**src/rtl/wred_admit_pkg.sv**
```systemverilog
package wred_admit_pkg;

    localparam int TH_W    = 8;
    localparam int PCT_W   = 7;
    localparam int RND_W   = 7;
    localparam int LFSR_W  = 16;
    localparam int GRAN_SH = 4;

    localparam logic [TH_W-1:0]  LOW_TH_RST  = 8'h10;
    localparam logic [TH_W-1:0]  HIGH_TH_RST = 8'h20;
    localparam logic [TH_W-1:0]  SRC_LIM_RST = 8'h12;
    localparam logic [PCT_W-1:0] PCT_X_RST   = 7'd25;
    localparam logic [PCT_W-1:0] PCT_Y_RST   = 7'd10;
    localparam logic [PCT_W-1:0] PCT_Z_RST   = 7'd50;

    typedef struct packed {
        logic [PCT_W-1:0] pct_x;
        logic [PCT_W-1:0] pct_y;
        logic [PCT_W-1:0] pct_z;
        logic [TH_W-1:0]  src_lim;
        logic             src_mode;
    } glob_cfg_t;

    function automatic logic [LFSR_W-1:0] lfsr_next(input logic [LFSR_W-1:0] s);
        return {s[LFSR_W-2:0], s[15] ^ s[13] ^ s[12] ^ s[10]};
    endfunction

endpackage

```
**src/rtl/wred_lfsr.sv**
```systemverilog
module wred_lfsr
    import wred_admit_pkg::*;
#(
    parameter logic [LFSR_W-1:0] SEED = 16'hACE1
) (
    input  logic             clk,
    input  logic             rst_n,
    output logic [RND_W-1:0] rnd
);
    localparam logic [RND_W-1:0] MOD = RND_W'(100);

    typedef struct packed {
        logic [LFSR_W-1:0] state;
    } lfsr_st_t;

    lfsr_st_t st_d, st_q;
    logic [RND_W-1:0] raw;

    always_comb begin
        st_d       = st_q;
        st_d.state = lfsr_next(st_q.state);
        raw        = st_q.state[RND_W-1:0];
        rnd        = (raw >= MOD) ? raw - MOD : raw;
    end

    always_ff @(posedge clk or negedge rst_n) begin
        if (!rst_n) st_q <= '{state: SEED};
        else        st_q <= st_d;
    end
endmodule

```
**src/rtl/wred_cfg_regs.sv**
```systemverilog
module wred_cfg_regs
    import wred_admit_pkg::*;
#(
    parameter int NQ = 4,
    parameter int AW = 4
) (
    input  logic                      clk,
    input  logic                      rst_n,
    input  logic                      we,
    input  logic [AW-1:0]             addr,
    input  logic [7:0]                wdata,
    output logic [7:0]                rdata,
    output logic [NQ-1:0][TH_W-1:0]   low_th,
    output logic [NQ-1:0][TH_W-1:0]   high_th,
    output glob_cfg_t                 gcfg
);
    localparam int A_X    = 2 * NQ;
    localparam int A_Y    = 2 * NQ + 1;
    localparam int A_Z    = 2 * NQ + 2;
    localparam int A_LIM  = 2 * NQ + 3;
    localparam int A_MODE = 2 * NQ + 4;

    typedef struct packed {
        logic [NQ-1:0][TH_W-1:0] lo;
        logic [NQ-1:0][TH_W-1:0] hi;
        glob_cfg_t               g;
    } regs_t;

    regs_t st_d, st_q;
    int    a;

    always_comb begin
        st_d  = st_q;
        a     = int'(addr);
        rdata = 8'h00;
        if (we) begin
            for (int i = 0; i < NQ; i++) begin
                if (a == 2 * i)     st_d.lo[i] = wdata;
                if (a == 2 * i + 1) st_d.hi[i] = wdata;
            end
            if (a == A_X)    st_d.g.pct_x    = wdata[PCT_W-1:0];
            if (a == A_Y)    st_d.g.pct_y    = wdata[PCT_W-1:0];
            if (a == A_Z)    st_d.g.pct_z    = wdata[PCT_W-1:0];
            if (a == A_LIM)  st_d.g.src_lim  = wdata;
            if (a == A_MODE) st_d.g.src_mode = wdata[0];
        end
        for (int i = 0; i < NQ; i++) begin
            if (a == 2 * i)     rdata = st_q.lo[i];
            if (a == 2 * i + 1) rdata = st_q.hi[i];
        end
        if (a == A_X)    rdata = {1'b0, st_q.g.pct_x};
        if (a == A_Y)    rdata = {1'b0, st_q.g.pct_y};
        if (a == A_Z)    rdata = {1'b0, st_q.g.pct_z};
        if (a == A_LIM)  rdata = st_q.g.src_lim;
        if (a == A_MODE) rdata = {7'd0, st_q.g.src_mode};
    end

    always_ff @(posedge clk or negedge rst_n) begin
        if (!rst_n) begin
            st_q.lo         <= {NQ{LOW_TH_RST}};
            st_q.hi         <= {NQ{HIGH_TH_RST}};
            st_q.g.pct_x    <= PCT_X_RST;
            st_q.g.pct_y    <= PCT_Y_RST;
            st_q.g.pct_z    <= PCT_Z_RST;
            st_q.g.src_lim  <= SRC_LIM_RST;
            st_q.g.src_mode <= 1'b0;
        end else begin
            st_q <= st_d;
        end
    end

    assign low_th  = st_q.lo;
    assign high_th = st_q.hi;
    assign gcfg    = st_q.g;
endmodule

```
**src/rtl/wred_decide.sv**
```systemverilog
module wred_decide
    import wred_admit_pkg::*;
#(
    parameter int NQ    = 4,
    parameter int NSRC  = 8,
    parameter int OCC_W = 12,
    parameter int QW    = 2,
    parameter int SW    = 3
) (
    input  logic [QW-1:0]            queue,
    input  logic [SW-1:0]            src,
    input  logic                     hi_drop,
    input  logic [NQ*OCC_W-1:0]      q_occ,
    input  logic [NSRC*OCC_W-1:0]    src_use,
    input  logic [NQ-1:0][TH_W-1:0]  low_th,
    input  logic [NQ-1:0][TH_W-1:0]  high_th,
    input  glob_cfg_t                gcfg,
    input  logic [RND_W-1:0]         rnd,
    output logic                     q_drop,
    output logic                     src_drop,
    output logic                     src_pause
);
    localparam int TH_FULL = TH_W + GRAN_SH;
    localparam int CMP_W   = (OCC_W > TH_FULL) ? OCC_W : TH_FULL;

    logic [NQ-1:0]   over_lo, over_hi;
    logic [NSRC-1:0] over_lim;
    logic [CMP_W-1:0] lim_full;

    assign lim_full = CMP_W'({gcfg.src_lim, {GRAN_SH{1'b0}}});

    for (genvar g = 0; g < NQ; g++) begin : g_queue
        logic [CMP_W-1:0] occ_x, lo_x, hi_x;
        assign occ_x      = CMP_W'(q_occ[g*OCC_W +: OCC_W]);
        assign lo_x       = CMP_W'({low_th[g],  {GRAN_SH{1'b0}}});
        assign hi_x       = CMP_W'({high_th[g], {GRAN_SH{1'b0}}});
        assign over_lo[g] = occ_x > lo_x;
        assign over_hi[g] = occ_x > hi_x;
    end

    for (genvar g = 0; g < NSRC; g++) begin : g_src
        logic [CMP_W-1:0] use_x;
        assign use_x       = CMP_W'(src_use[g*OCC_W +: OCC_W]);
        assign over_lim[g] = use_x > lim_full;
    end

    logic in_hi, in_lo, over_src;
    logic lt_x, lt_y, lt_z;

    always_comb begin
        in_hi    = over_hi[queue];
        in_lo    = over_lo[queue];
        over_src = over_lim[src];
        lt_x     = rnd < gcfg.pct_x;
        lt_y     = rnd < gcfg.pct_y;
        lt_z     = rnd < gcfg.pct_z;
        if (in_hi)      q_drop = hi_drop ? 1'b1 : lt_z;
        else if (in_lo) q_drop = hi_drop ? lt_x : lt_y;
        else            q_drop = 1'b0;
        src_pause = over_src && !gcfg.src_mode;
        src_drop  = over_src &&  gcfg.src_mode && lt_x;
    end
endmodule

```
**src/rtl/wred_admit.sv**
```systemverilog
module wred_admit
    import wred_admit_pkg::*;
#(
    parameter int NQ    = 4,
    parameter int NSRC  = 8,
    parameter int OCC_W = 12,
    parameter logic [LFSR_W-1:0] SEED = 16'hACE1,
    localparam int QW = (NQ > 1) ? $clog2(NQ) : 1,
    localparam int SW = (NSRC > 1) ? $clog2(NSRC) : 1,
    localparam int AW = $clog2(2 * NQ + 5)
) (
    input  logic                   clk,
    input  logic                   rst_n,
    input  logic                   req_valid,
    output logic                   req_ready,
    input  logic [QW-1:0]          req_queue,
    input  logic [SW-1:0]          req_src,
    input  logic                   req_hi_drop,
    input  logic [NQ*OCC_W-1:0]    q_occ,
    input  logic [NSRC*OCC_W-1:0]  src_use,
    input  logic                   cfg_we,
    input  logic [AW-1:0]          cfg_addr,
    input  logic [7:0]             cfg_wdata,
    output logic [7:0]             cfg_rdata,
    output logic                   res_valid,
    output logic                   res_admit,
    output logic                   res_drop,
    output logic                   res_pause
);
    logic [NQ-1:0][TH_W-1:0] low_th, high_th;
    glob_cfg_t               gcfg;
    logic [RND_W-1:0]        rnd;
    logic                    q_drop, src_drop, src_pause;
    logic                    accept, any_drop;

    wred_cfg_regs #(.NQ(NQ), .AW(AW)) u_cfg (
        .clk(clk), .rst_n(rst_n), .we(cfg_we), .addr(cfg_addr),
        .wdata(cfg_wdata), .rdata(cfg_rdata),
        .low_th(low_th), .high_th(high_th), .gcfg(gcfg)
    );

    wred_lfsr #(.SEED(SEED)) u_lfsr (
        .clk(clk), .rst_n(rst_n), .rnd(rnd)
    );

    wred_decide #(
        .NQ(NQ), .NSRC(NSRC), .OCC_W(OCC_W), .QW(QW), .SW(SW)
    ) u_decide (
        .queue(req_queue), .src(req_src), .hi_drop(req_hi_drop),
        .q_occ(q_occ), .src_use(src_use),
        .low_th(low_th), .high_th(high_th), .gcfg(gcfg), .rnd(rnd),
        .q_drop(q_drop), .src_drop(src_drop), .src_pause(src_pause)
    );

    typedef struct packed {
        logic ready;
        logic vld;
        logic admit;
        logic drop;
        logic pause;
    } res_st_t;

    res_st_t st_d, st_q;

    always_comb begin
        accept     = req_valid && st_q.ready;
        any_drop   = q_drop || src_drop;
        st_d       = st_q;
        st_d.ready = 1'b1;
        st_d.vld   = accept;
        st_d.admit = accept && !any_drop;
        st_d.drop  = accept &&  any_drop;
        st_d.pause = accept &&  src_pause;
    end

    always_ff @(posedge clk or negedge rst_n) begin
        if (!rst_n) st_q <= '0;
        else        st_q <= st_d;
    end

    assign req_ready = st_q.ready;
    assign res_valid = st_q.vld;
    assign res_admit = st_q.admit;
    assign res_drop  = st_q.drop;
    assign res_pause = st_q.pause;
endmodule

```
**config.mk**
```make
export PLATFORM = sky130hd
export DESIGN_NAME = wred_admit
export DESIGN_NICKNAME = d
export VERILOG_FILES = /design/src/rtl/wred_admit_pkg.sv /design/src/rtl/wred_lfsr.sv /design/src/rtl/wred_cfg_regs.sv /design/src/rtl/wred_decide.sv /design/src/rtl/wred_admit.sv
export SDC_FILE = /design/constraint.sdc
export NUM_CORES = 1
export LEC_CHECK = 0
export ABC_AREA = 1
export CORE_MARGIN = 2
export CORE_UTILIZATION = 45
export CTS_BUF_LIST = sky130_fd_sc_hd__clkbuf_8
export CTS_CLUSTER_DIAMETER = 30
export DETAILED_ROUTE_END_ITERATION = 6
export PLACE_DENSITY_LB_ADDON = 0.15
export SLEW_MARGIN = 20
export SYNTH_ARGS = -nofsm -noshare
export SYNTH_HDL_FRONTEND = slang
export SYNTH_SLANG_ARGS = --single-unit
export TNS_END_PERCENT = 30
```
**constraint.sdc**
```tcl
create_clock -name clk -period 5.15 [get_ports clk]
set_clock_uncertainty 0.05 [all_clocks]
set_input_delay 0.7725 -clock clk [delete_from_list [all_inputs] [get_ports clk]]
set_output_delay 0.7725 -clock clk [all_outputs]
set_load 0.01 [all_outputs]
```
---- Word-level counts from Yosys, hierarchy flattened ----
Cells that the tools add are included.
operators by class
  add/sub/neg operators ................... 1
  order comparisons ....................... 22
  equality and inequality tests ........... 12
  multiplexer cells ....................... 24
  bitwise logic cells ..................... 3
  reductions and logical operators ........ 24
operator list
  kind                                                count
  greater-than comparator 12 bit                      16
  two-way mux 8 bit                                   13
  == test 4 bit, second input constant                8
  AND reduction 2 bit                                 13
  < comparator 7 bit                                  3
  == test 4 x 3 -> 1 bit, second input constant       3
  >= comparator 7 bit, second input constant          1
  logical AND 1 bit                                   7
  two-way mux 1 bit                                   7
  two-way mux 7 bit                                   1
  subtractor 7 bit, second input constant             1
  binary-select mux 1 bit (select 2 bit)              2
  == test 4 x 2 -> 1 bit, second input constant       1
  logical NOT 4 bit                                   1
  < comparator 3 x 4 -> 1 bit, second input constant  1
  binary-select mux 1 bit (select 3 bit)              1
  < comparator 2 x 3 -> 1 bit, second input constant  1
  bitwise XOR 1 bit                                   3
  logical NOT 1 bit                                   2
  logical OR 1 bit                                    1
storage, ports and cells
  bits in registers ....................... 115
  bits of input ports ..................... 166
  output and inout bits ................... 13
  logic and storage cells ................. 105

---- Longest topological paths before layout ----
Gate-level depths: netlist (run 1).
  depth in word-level cells ............... 14
  gate-level depth with buffers ........... 20

---- Hierarchy ----
From an unflattened synthesis (run 1), not the netlist that was laid out.
unflattened totals
  cells, all modules ...................... 1,316
  area, all modules ....................... 9,297.7 um^2
by module, submodules not included
  module         times used  cells each  area an instance (um^2)  sequential area each (um^2)
  wred_cfg_regs  1           534         4,312.9                  2,374.8
  wred_decide    1           700         4,161.5                  0.0
  wred_lfsr      1           66          654.4                    410.4
  wred_admit     1           16          168.9                    125.1

---- Least setup slack after synthesis (run 1) ----
No wires, ideal clock.
  kind .................................... input port to output port
  from .................................... input cfg_addr[3]
  to ...................................... output cfg_rdata[1]
  data arrival time ....................... 1.683 ns
  path slack .............................. 2.645 ns
  stages .................................. 9
  path buffers ............................ 1
  path through ............................ inv_2 > nor2_1 > inv_2 > nor2_2 > clkbuf_1 > a21oi_1 > nand3_1 > nand2_1 > inv_1
between the ends
  longest elaborated chain between the ends .. 14
ends and longest elaborated chain
  item                 line                 source
  from (decl)          wred_admit.sv:22     input logic [AW-1:0] cfg_addr,
  logical NOT 4 bit    wred_cfg_regs.sv:48  if (a == 2 * i) rdata = st_q.lo[i];
  two-way mux 8 bit    wred_cfg_regs.sv:48
  two-way mux 8 bit    wred_cfg_regs.sv:49  if (a == 2 * i + 1) rdata = st_q.hi[i];
  two-way mux 8 bit    wred_cfg_regs.sv:48
  two-way mux 8 bit    wred_cfg_regs.sv:49
  two-way mux 8 bit    wred_cfg_regs.sv:48
  two-way mux 8 bit    wred_cfg_regs.sv:49
  two-way mux 8 bit    wred_cfg_regs.sv:48
  two-way mux 8 bit    wred_cfg_regs.sv:49
  two-way mux 8 bit    wred_cfg_regs.sv:51  if (a == A_X) rdata = {1'b0, st_q.g.pct_x};
  two-way mux 8 bit    wred_cfg_regs.sv:52  if (a == A_Y) rdata = {1'b0, st_q.g.pct_y};
  two-way mux 8 bit    wred_cfg_regs.sv:53  if (a == A_Z) rdata = {1'b0, st_q.g.pct_z};
  two-way mux 8 bit    wred_cfg_regs.sv:54  if (a == A_LIM) rdata = st_q.g.src_lim;
  two-way mux 8 bit *  wred_cfg_regs.sv:55  if (a == A_MODE) rdata = {7'd0, st_q.g.src_mode};
  to (decl)            wred_admit.sv:24     output logic [7:0] cfg_rdata,
Every way passes the cells marked *; elsewhere a longest branch is shown, timed or not.

---- Worst setup path after layout (run 1) ----
  from .................................... input cfg_addr[1]
  to ...................................... output cfg_rdata[3]
Same word-level chain as after synthesis.

==> results.yml, run 1 <==
place:
  dp_slack_ps: 1230
  place_area_um2: 11000
  port_buffers: 178
  place_hpwl_um: 21100
  gp_congestion: 0.894
  placedCellCount: 1664
clocking:
  cts.path.max_buffers: 2
  cts_resized: 0
  cts_hold_buf: 0
  clk_pin_slew_ps: 80
  clk_latency_ps: 460
  post_cts.repair.setup_buffers: 0
  cts-root-buf: "clkbuf_8"
  cts.sinks: 115
  cts_tree: "built"
  cts_buffers: 17
  htree_levels: 4
synth:
  yosysMostFrequentCell: "nand2_1"
  synth_area_leaders: "dfrtp_1 (25%), ha_1 (21%), nand2_1 (16%)"
  synth_compound_area_share_pct: 12.8
  yosys_warnings: 0
  postSynthAreaPerCell_um2: 7.24
  synth_fa_ha_area_share_pct: 20.6
  netlist_area_um2: 8990
  yosysSeqAreaShare_pct: 32.4
  synth-simple-area-share_pct: 24.4
  synth_cell_types: 36
  ys_ff_latch: 115
  synth.top_cells.by_count: "nand2_1 (374), inv_1 (180), ha_1 (148)"
  synthArstFlopShare_pct: 100
  synth_mux_area_share_pct: 0
  synth-xor-area-share_pct: 0.390
  synth_top_area_share_pct: 24.8
  synth_top_family_by_area: "simple AND/OR/NAND/NOR gates"
  synth-main-ff-cell: "dfrtp_1"
  synth_edf_count: 0
  yosys.area.top_type: "dfrtp_1"
  syn-num-nets: 1556
  syn_inst: 1242
timing:
  fin_ws_ps: 1200
  finalHoldViolations: 0
  max_slew_margin_pct: 43.4
  whs_ps: 307
  finalCriticalPeriod_ps: 3950
  drv_slew: 0
  tightest_slew_ps: 849
  tns_ps: 0
  clock.fmax_ghz: 0.253
  setup_viol: 0
  timing.final.crit_share_pct: 76.6
  grt_setup_unrepaired: "no"
global_routing:
  use_met1_pct: 34.3
  antenna_found_initial: 2
  gr-total-overflow: 0
  grt_usage_pct: 26.1
  busiest_layer: "met2"
  grt_max_degree: 69
  met3_usage_pct: 5.13
  grt_pass1_wl_um: 43300
  grt_pass1_vias: 8233
  met2_usage_pct: 43.5
floorplanning:
  io_pins: 179
  fp.dieH_um: 145
  die_w_um: 145
  core.rowCount: 51
  die_area_um2: 21100
  core_um2: 19500
  start_util_pct: 46.0
pwr:
  p_total_mw: 3.22
  vdd.ir_drop.worst_mv: 0.217
  power_leakage_nw: 5.68
  p_seq_share_pct: 38.0
  switching_share_pct: 38.4
  switchingPower_mw: 1.24
  power.share.clock_pct: 25.8
  p_per_area_nw_per_um2: 283
  pwr-share-comb_pct: 36.1
  p_int_mw: 1.98
worst_setup_path:
  cp_cell_sequence: "clkdlybuf4s50_1, inv_2, nand2_2, nor2_4, nand2_1, o21ai_0, nor4_1, nand4_1, nand2_1, nand3_1, nand2_1, inv_1, clkdlybuf4s50_1"
  end_kind: "output pin"
  required_ps: 4330
  cp_max_fo: 6
  worstSetupPathType: "primary input to output pin"
  arrival_ps: 3120
  slowest_stage: "clkdlybuf4s50_1"
  crit_path_frequent_cell: "nand2_1"
  start_kind: "primary input"
  critPathMaxStageDelay_ps: 620
layout:
  finalNonFillerCells: 1696
  area_growth_syn_to_layout_pct: 26.7
  nets: 1732
  design_area_um2: 11400
  drive_above_1_share_pct: 6.22
  antenna_cells: 0
  final_util_pct: 58.3
route:
  drtAntennaViolNets: 0
  initialDrtViolationCount: 572
  vias_per_cell: 5.04
  num_vias: 8554
  avgRoutedWirePerCell_um: 15.7
  drc: 0
  drt_pass1_iterations: 6
  wl_um: 26700
flow_run:
  cap_violations: 0
run_status:
  outcome: "complete, no violations"
worst_hold_path:
  hold_class: "flop to flop"
==> worst max-delay path, delay by kind of cell <==
family                 cells  cell delay (ps)
buffers and inverters      4             1250
AND/OR/NAND/NOR            8             1010
AO/OA/AOI/OAI              1               90
==> layer usage <==
layer  wire length [um]  vias to the layer above
met5                  0                        -
met4                641                        0
met3               1530                       43
met2              12400                      259
met1              12100                     3896
li1                   -                     4356
==> power groups by stage <==
stage | registers (mW) | clock network, mW | logic (mW)
3_5_place_dp | 1.24 | 0 | 1.17
3_3_place_gp | 1.23 | 0 | 1.13
4_1_cts | 1.22 | 0.847 | 1.17
5_1_grt | 1.24 | 0.888 | 1.36
2_1_floorplan | 1.17 | 0 | 0.757
6_report | 1.22 | 0.832 | 1.16
==> sequential cells by signal (all words and copies together), names as in the netlist <==
name,count
res_pause,1
u_cfg.gcfg,30
u_lfsr.st_q,16
u_cfg.high_th,32
req_ready,1
res_drop,1
u_cfg.low_th,32
res_valid,1
res_admit,1
==> cells in the final DEF, fill, tap and decap left out, types with 2 or more instances in the layout <==
cell             instances
a21o_1                   4
ha_1                   148
nand4_1                 16
o21a_1                  15
o22ai_1                  5
o21ai_0                 23
clkinv_4                 2
and2_0                   2
xnor2_1                  2
o21bai_1                 2
inv_6                    3
nor2_1                  88
nor2_2                   2
nand3_1                 34
buf_4                    2
a21oi_1                 80
nand2_1                374
inv_8                    3
nand2_2                  6
inv_1                  180
dfstp_2                 26
clkinvlp_4               5
nand3b_1                 4
nor2_4                   3
dfrtp_1                 89
nor3_1                   7
o21ai_1                 83
clkbuf_8                17
clkdlybuf4s50_1        177
xor2_1                   2
inv_2                   17
==> path summary, 6_finish.rpt <==
kind                           startpoint                end  slack (ps)  depth (start not counted)
min                        u_lfsr.st_q[8]     u_lfsr.st_q[9]         310                          0
max                           cfg_addr[1]       cfg_rdata[3]        1200                         13
min reg2reg                u_lfsr.st_q[8]     u_lfsr.st_q[9]         310                          0
min in group asynchronous           rst_n    u_lfsr.st_q[14]         360                          1
max in group asynchronous           rst_n  u_cfg.high_th[12]        3590                          2
max reg2reg                u_lfsr.st_q[3]           res_drop        2290                         17
==> area by class of cell <==
| class | count | area, um^2 |
|---|---|---|
| Clock buffer | 17 | 234 |
| Fill cell | 1915 | 8140 |
| Tap cell | 265 | 332 |
| Multi-Input combinational cell | 908 | 5240 |
| Clock inverter | 15 | 150 |
| Sequential cell | 115 | 2910 |
| Timing Repair Buffer | 179 | 1790 |
| Inverter | 197 | 739 |
==> cells by family after synthesis <==
group | after synthesis
AO/OA/AOI/OAI | 216
flip-flops | 115
other | 1
buffers and inverters | 219
AND/OR/NAND/NOR | 539
adder cells (fa/ha/maj) | 148
XOR/XNOR | 4
Power figures use the tool's default switching activity.
==> inputs of run 2 (changes only) <==
==> constraint.sdc (replaced) <==
create_clock -name clk -period 3.7 [get_ports clk]
set_clock_uncertainty 0.05 [all_clocks]
set_input_delay 0.555 -clock clk [delete_from_list [all_inputs] [get_ports clk]]
set_output_delay 0.555 -clock clk [all_outputs]
set_load 0.01 [all_outputs]
==> results.yml, run 2 (synthesis gave the netlist of run 1 again) <==
clocking:
  cts_buffers: 17
  clk_pin_slew_ps: 70
  cts-root-buf: "clkbuf_8"
  cts.path.max_buffers: 2
  cts_tree: "built"
  cts_resized: 0
  cts.sinks: 115
  post_cts.repair.setup_buffers: 0
  htree_levels: 4
  clk_latency_ps: 450
  cts_hold_buf: 0
flow_run:
  cap_violations: 0
place:
  gp_congestion: 0.912
  place_hpwl_um: 21000
  place_area_um2: 11000
  port_buffers: 178
worst_setup_path:
  ff2ff_path_depth: 15
  arrival_ps: 2870
  rr_endpoint: "res_admit"
  required_ps: 3090
  start_kind: "primary input"
  cp_max_fo: 6
  worstSetupStartpoint: "cfg_addr[1]"
  worstSetupPathType: "primary input to output pin"
  r2r_slack_ps: 840
  end_kind: "output pin"
  reg2reg_from: "u_lfsr.st_q[3]"
route:
  avgRoutedWirePerCell_um: 15.6
  drc: 0
  vias_per_cell: 5.00
  drt_pass1_iterations: 5
  drtAntennaViolNets: 0
  initialDrtViolationCount: 545
  wl_um: 26600
  num_vias: 8488
pwr:
  vdd.ir_drop.worst_mv: 0.240
  p_per_area_nw_per_um2: 404
  p_total_mw: 4.63
  power_leakage_nw: 5.71
layout:
  final_cell_mix: "nand2_1 (374), inv_1 (180), clkdlybuf4s50_1 (177)"
  multi_input_area_um2: 5240
  nets: 1732
  design_area_um2: 11500
  drive_above_1_share_pct: 6.22
  seq_area_um2: 2910
  area_growth_syn_to_layout_pct: 27.5
  n_fill_cell: 1883
  layout_commonest_cell: "nand2_1"
floorplanning:
  die_w_um: 145
  core.rowCount: 51
  fp.dieH_um: 145
  io_pins: 179
  start_util_pct: 46.0
  die_area_um2: 21100
  core_um2: 19500
timing:
  tightest_slew_ps: 712
  clock.fmax_ghz: 0.288
  drv_slew: 0
  grt_setup_unrepaired: "no"
  whs_ps: 65.4
  finalHoldViolations: 0
  finalCriticalPeriod_ps: 3480
  setup_viol: 0
  tns_ps: 0
  timing.final.crit_share_pct: 94.0
  max_slew_margin_pct: 52.5
global_routing:
  grt_pass1_vias: 8243
  grt_usage_pct: 25.6
  antenna_found_initial: 1
  grt_pass1_wl_um: 42700
  gr-total-overflow: 0
  grt_max_degree: 67
run_status:
  outcome: "complete, no violations"
worst_hold_path:
  hold_class: "primary input to asynchronous set/reset pin"
==> run 2: routing by layer <==
metal  wire length, um  GRT usage, %
met5                 0             0
met4               620          7.70
met3              1460          5.53
met2             12500          43.1
met1             12000          33.1
==> run 2: power breakdown <==
group	total [mW]	internal [mW]	switching (mW)
Clock	1.30	0.739	0.566
Combinational	1.62	0.713	0.907
Sequential	1.70	1.50	0.201
Total	4.63	2.95	1.67
==> run 2: critical path, cell delays in order <==
cell	delay (ps)
clkdlybuf4s50_1	590
inv_2	100
nand2_2	140
nor2_4	80
inv_2	80
o22ai_1	80
nor3_1	240
nand4_1	180
nand2_1	110
nand4_1	80
nand2_1	90
inv_1	50
clkdlybuf4s50_1	490
==> run 2: cell type report <==
class | count | area share [%]
sequential | 115 | 25.4
timing repair buffer | 179 | 15.7
clock inverter | 15 | 1.79
clock buffer | 17 | 2.04
tap | 265 | 2.89
inverter | 197 | 6.45
multi-input combinational | 908 | 45.7
antenna | 1 | 0.0218
==> run 2: how the worst max path moves through the flow <==
stage	to	slack [ps]	cells after the start
after detailed placement	cfg_rdata[3]	220	13
after floorplan	res_admit	1410	19
after global placement	cfg_rdata[3]	240	13
final	cfg_rdata[4]	220	13
after CTS	cfg_rdata[3]	200	13
after global routing	cfg_rdata[4]	60	13
==> run 2: through the flow <==
stage	util, %	setup WS [ps]	std cells
floorplan	-	1410	1242
finish	58.7	223	1697
CTS	58.7	197	1696
detailed placement	56.4	221	1664
global route	58.7	62.7	1696
global placement	56.4	240	1664
==> inputs of run 3 (changes only) <==
--- a/config.mk
+++ b/config.mk
@@ -7,7 +7,7 @@
 export LEC_CHECK = 0
 export ABC_AREA = 1
 export CORE_MARGIN = 2
-export CORE_UTILIZATION = 45
+export CORE_UTILIZATION = 54
 export CTS_BUF_LIST = sky130_fd_sc_hd__clkbuf_8
 export CTS_CLUSTER_DIAMETER = 30
 export DETAILED_ROUTE_END_ITERATION = 6
==> results.yml, run 3 (synthesis gave the netlist of run 1 again) <==
pwr:
  p_total_mw: 4.36
  power_leakage_nw: 5.68
  vdd.ir_drop.worst_mv: 0.253
  p_seq_share_pct: 39.0
  switchingPower_mw: 1.68
  pwr-share-comb_pct: 37.4
  p_int_mw: 2.68
  p_per_area_nw_per_um2: 385
  switching_share_pct: 38.5
  power.share.clock_pct: 23.7
timing:
  fin_ws_ps: 300
  drv_slew: 0
  grt_setup_unrepaired: "no"
  tns_ps: 0
  tightest_slew_ps: 702
  clock.fmax_ghz: 0.294
  timing.final.crit_share_pct: 91.9
  setup_viol: 0
  max_slew_margin_pct: 53.1
  finalCriticalPeriod_ps: 3400
  finalHoldViolations: 0
layout:
  antenna_cells: 0
  nets: 1732
  layout_commonest_cell: "nand2_1"
  n_fill_cell: 1446
  final_util_pct: 69.0
  final_cell_mix: "nand2_1 (374), inv_1 (180), clkdlybuf4s50_1 (175)"
  design_area_um2: 11300
  area_growth_syn_to_layout_pct: 25.9
  drive_above_1_share_pct: 6.29
worst_setup_path:
  cp_top_family: "buffers and inverters"
  critPathMaxStageDelay_ps: 560
  slowest_stage: "clkdlybuf4s50_1"
  cp_max_fo: 11
  required_ps: 3090
  crit_path_frequent_cell: "nand2_1"
  start_kind: "primary input"
  worstSetupPathType: "primary input to output pin"
  end_kind: "output pin"
  arrival_ps: 2800
  crit_buf_inv: 4
  cp_cell_sequence: "clkdlybuf4s50_1, inv_2, nor2_1, nand2_1, inv_2, a21oi_1, nand4_1, nand2_1, nand2_1, nand2_1, nand4_1, clkdlybuf4s50_1"
place:
  port_buffers: 178
  place_area_um2: 11000
  gp_congestion: 0.928
  place_hpwl_um: 20500
  dp_slack_ps: 217
route:
  initialDrtViolationCount: 478
  avgRoutedWirePerCell_um: 15.7
  drtAntennaViolNets: 0
  num_vias: 8632
  drc: 0
  wl_um: 25900
  drt_pass1_iterations: 5
  vias_per_cell: 5.23
floorplanning:
  die_area_um2: 17700
  fp.dieH_um: 133
  core.rowCount: 47
  io_pins: 179
  start_util_pct: 54.8
  core_um2: 16400
  die_w_um: 133
clocking:
  cts-root-buf: "clkbuf_8"
  clk_pin_slew_ps: 70
  cts.sinks: 115
  clk_latency_ps: 450
  post_cts.repair.setup_buffers: 0
  cts_buffers: 17
  htree_levels: 4
  cts_hold_buf: 0
  cts.path.max_buffers: 2
  cts_tree: "built"
global_routing:
  grt_pass1_vias: 8329
  antenna_found_initial: 0
  grt_usage_pct: 30.5
  grt_pass1_wl_um: 42000
  grt_max_degree: 65
  gr-total-overflow: 0
worst_hold_path:
  hold_class: "primary input to asynchronous set/reset pin"
flow_run:
  cap_violations: 0
run_status:
  outcome: "complete, no violations"
[run 3: cell types whose count changed in the layout (fill, tap and decap cells not counted)]
cell	before	now
diode_2	1	0
dlymetal6s2s_1	0	2
clkdlybuf4s50_1	177	175
bufinv_16	4	0
clkinvlp_4	3	5
nor4_2	0	1
clkinv_2	2	4
nor4_1	1	0
[run 3: area by class of cell]
class,instances,area [um^2],share of cell area [%]
Tap cell,220,275,2.43
Inverter,197,739,6.53
Multi-Input combinational cell,908,5240,46.3
Clock buffer,17,234,2.07
Clock inverter,15,110,0.973
Sequential cell,115,2910,25.7
Timing Repair Buffer,179,1800,15.9
[run 3: layer usage]
layer  global-route usage, %  wire length [um]
met1                    38.2             11000
met3                    5.75              1710
met4                    9.86               598
met5                       0                 0
met2                    53.1             12600
[run 3: power by group through the flow]
stage | registers [mW] | clock network [mW] | logic [mW]
6_report | 1.70 | 1.03 | 1.63
5_1_grt | 1.72 | 1.10 | 1.89
4_1_cts | 1.69 | 1.04 | 1.63
3_5_place_dp | 1.71 | 0 | 1.62
3_3_place_gp | 1.71 | 0 | 1.56
2_1_floorplan | 1.63 | 0 | 1.05
[run 3: path summary, 6_finish.rpt]
path | slack, ps | start | cells past startpoint | end
worst min-delay path | 90 | rst_n | 1 | req_ready
worst max-delay path | 300 | cfg_addr[2] | 12 | cfg_rdata[0]
min in group clk | 300 | u_lfsr.st_q[8] | 0 | u_lfsr.st_q[9]
worst min register to register | 300 | u_lfsr.st_q[8] | 0 | u_lfsr.st_q[9]
max in group asynchronous | 2710 | rst_n | 2 | u_cfg.high_th[21]
worst max register to register | 800 | u_lfsr.st_q[3] | 15 | res_admit
[run 3: what timing repair did]
item,4_1_cts,5_1_grt
hold endpoints to repair,0,0
resized for setup,0,3
setup endpoints to repair,0,1
[run 3: through the flow]
| step | std cells | hold slack (ps) |
|---|---|---|
| after floorplan | 1242 | 209 |
| after global placement | 1619 | 286 |
| after detailed placement | 1619 | 290 |
| after CTS | 1651 | 107 |
| after global routing | 1651 | 128 |
| final | 1651 | 87.6 |
[run 3: worst reg2reg max path, cell delays in order (launching register included)]
cell,delay [ps]
dfrtp_1,420
inv_1,100
ha_1,150
a21oi_1,60
nor2_1,260
o21ai_0,190
a21oi_1,150
nor2_1,110
ha_1,310
nand4_1,100
a21o_1,160
a31oi_1,290
nand3_1,120
nand2_1,200
nand2_1,100
nor2_1,90
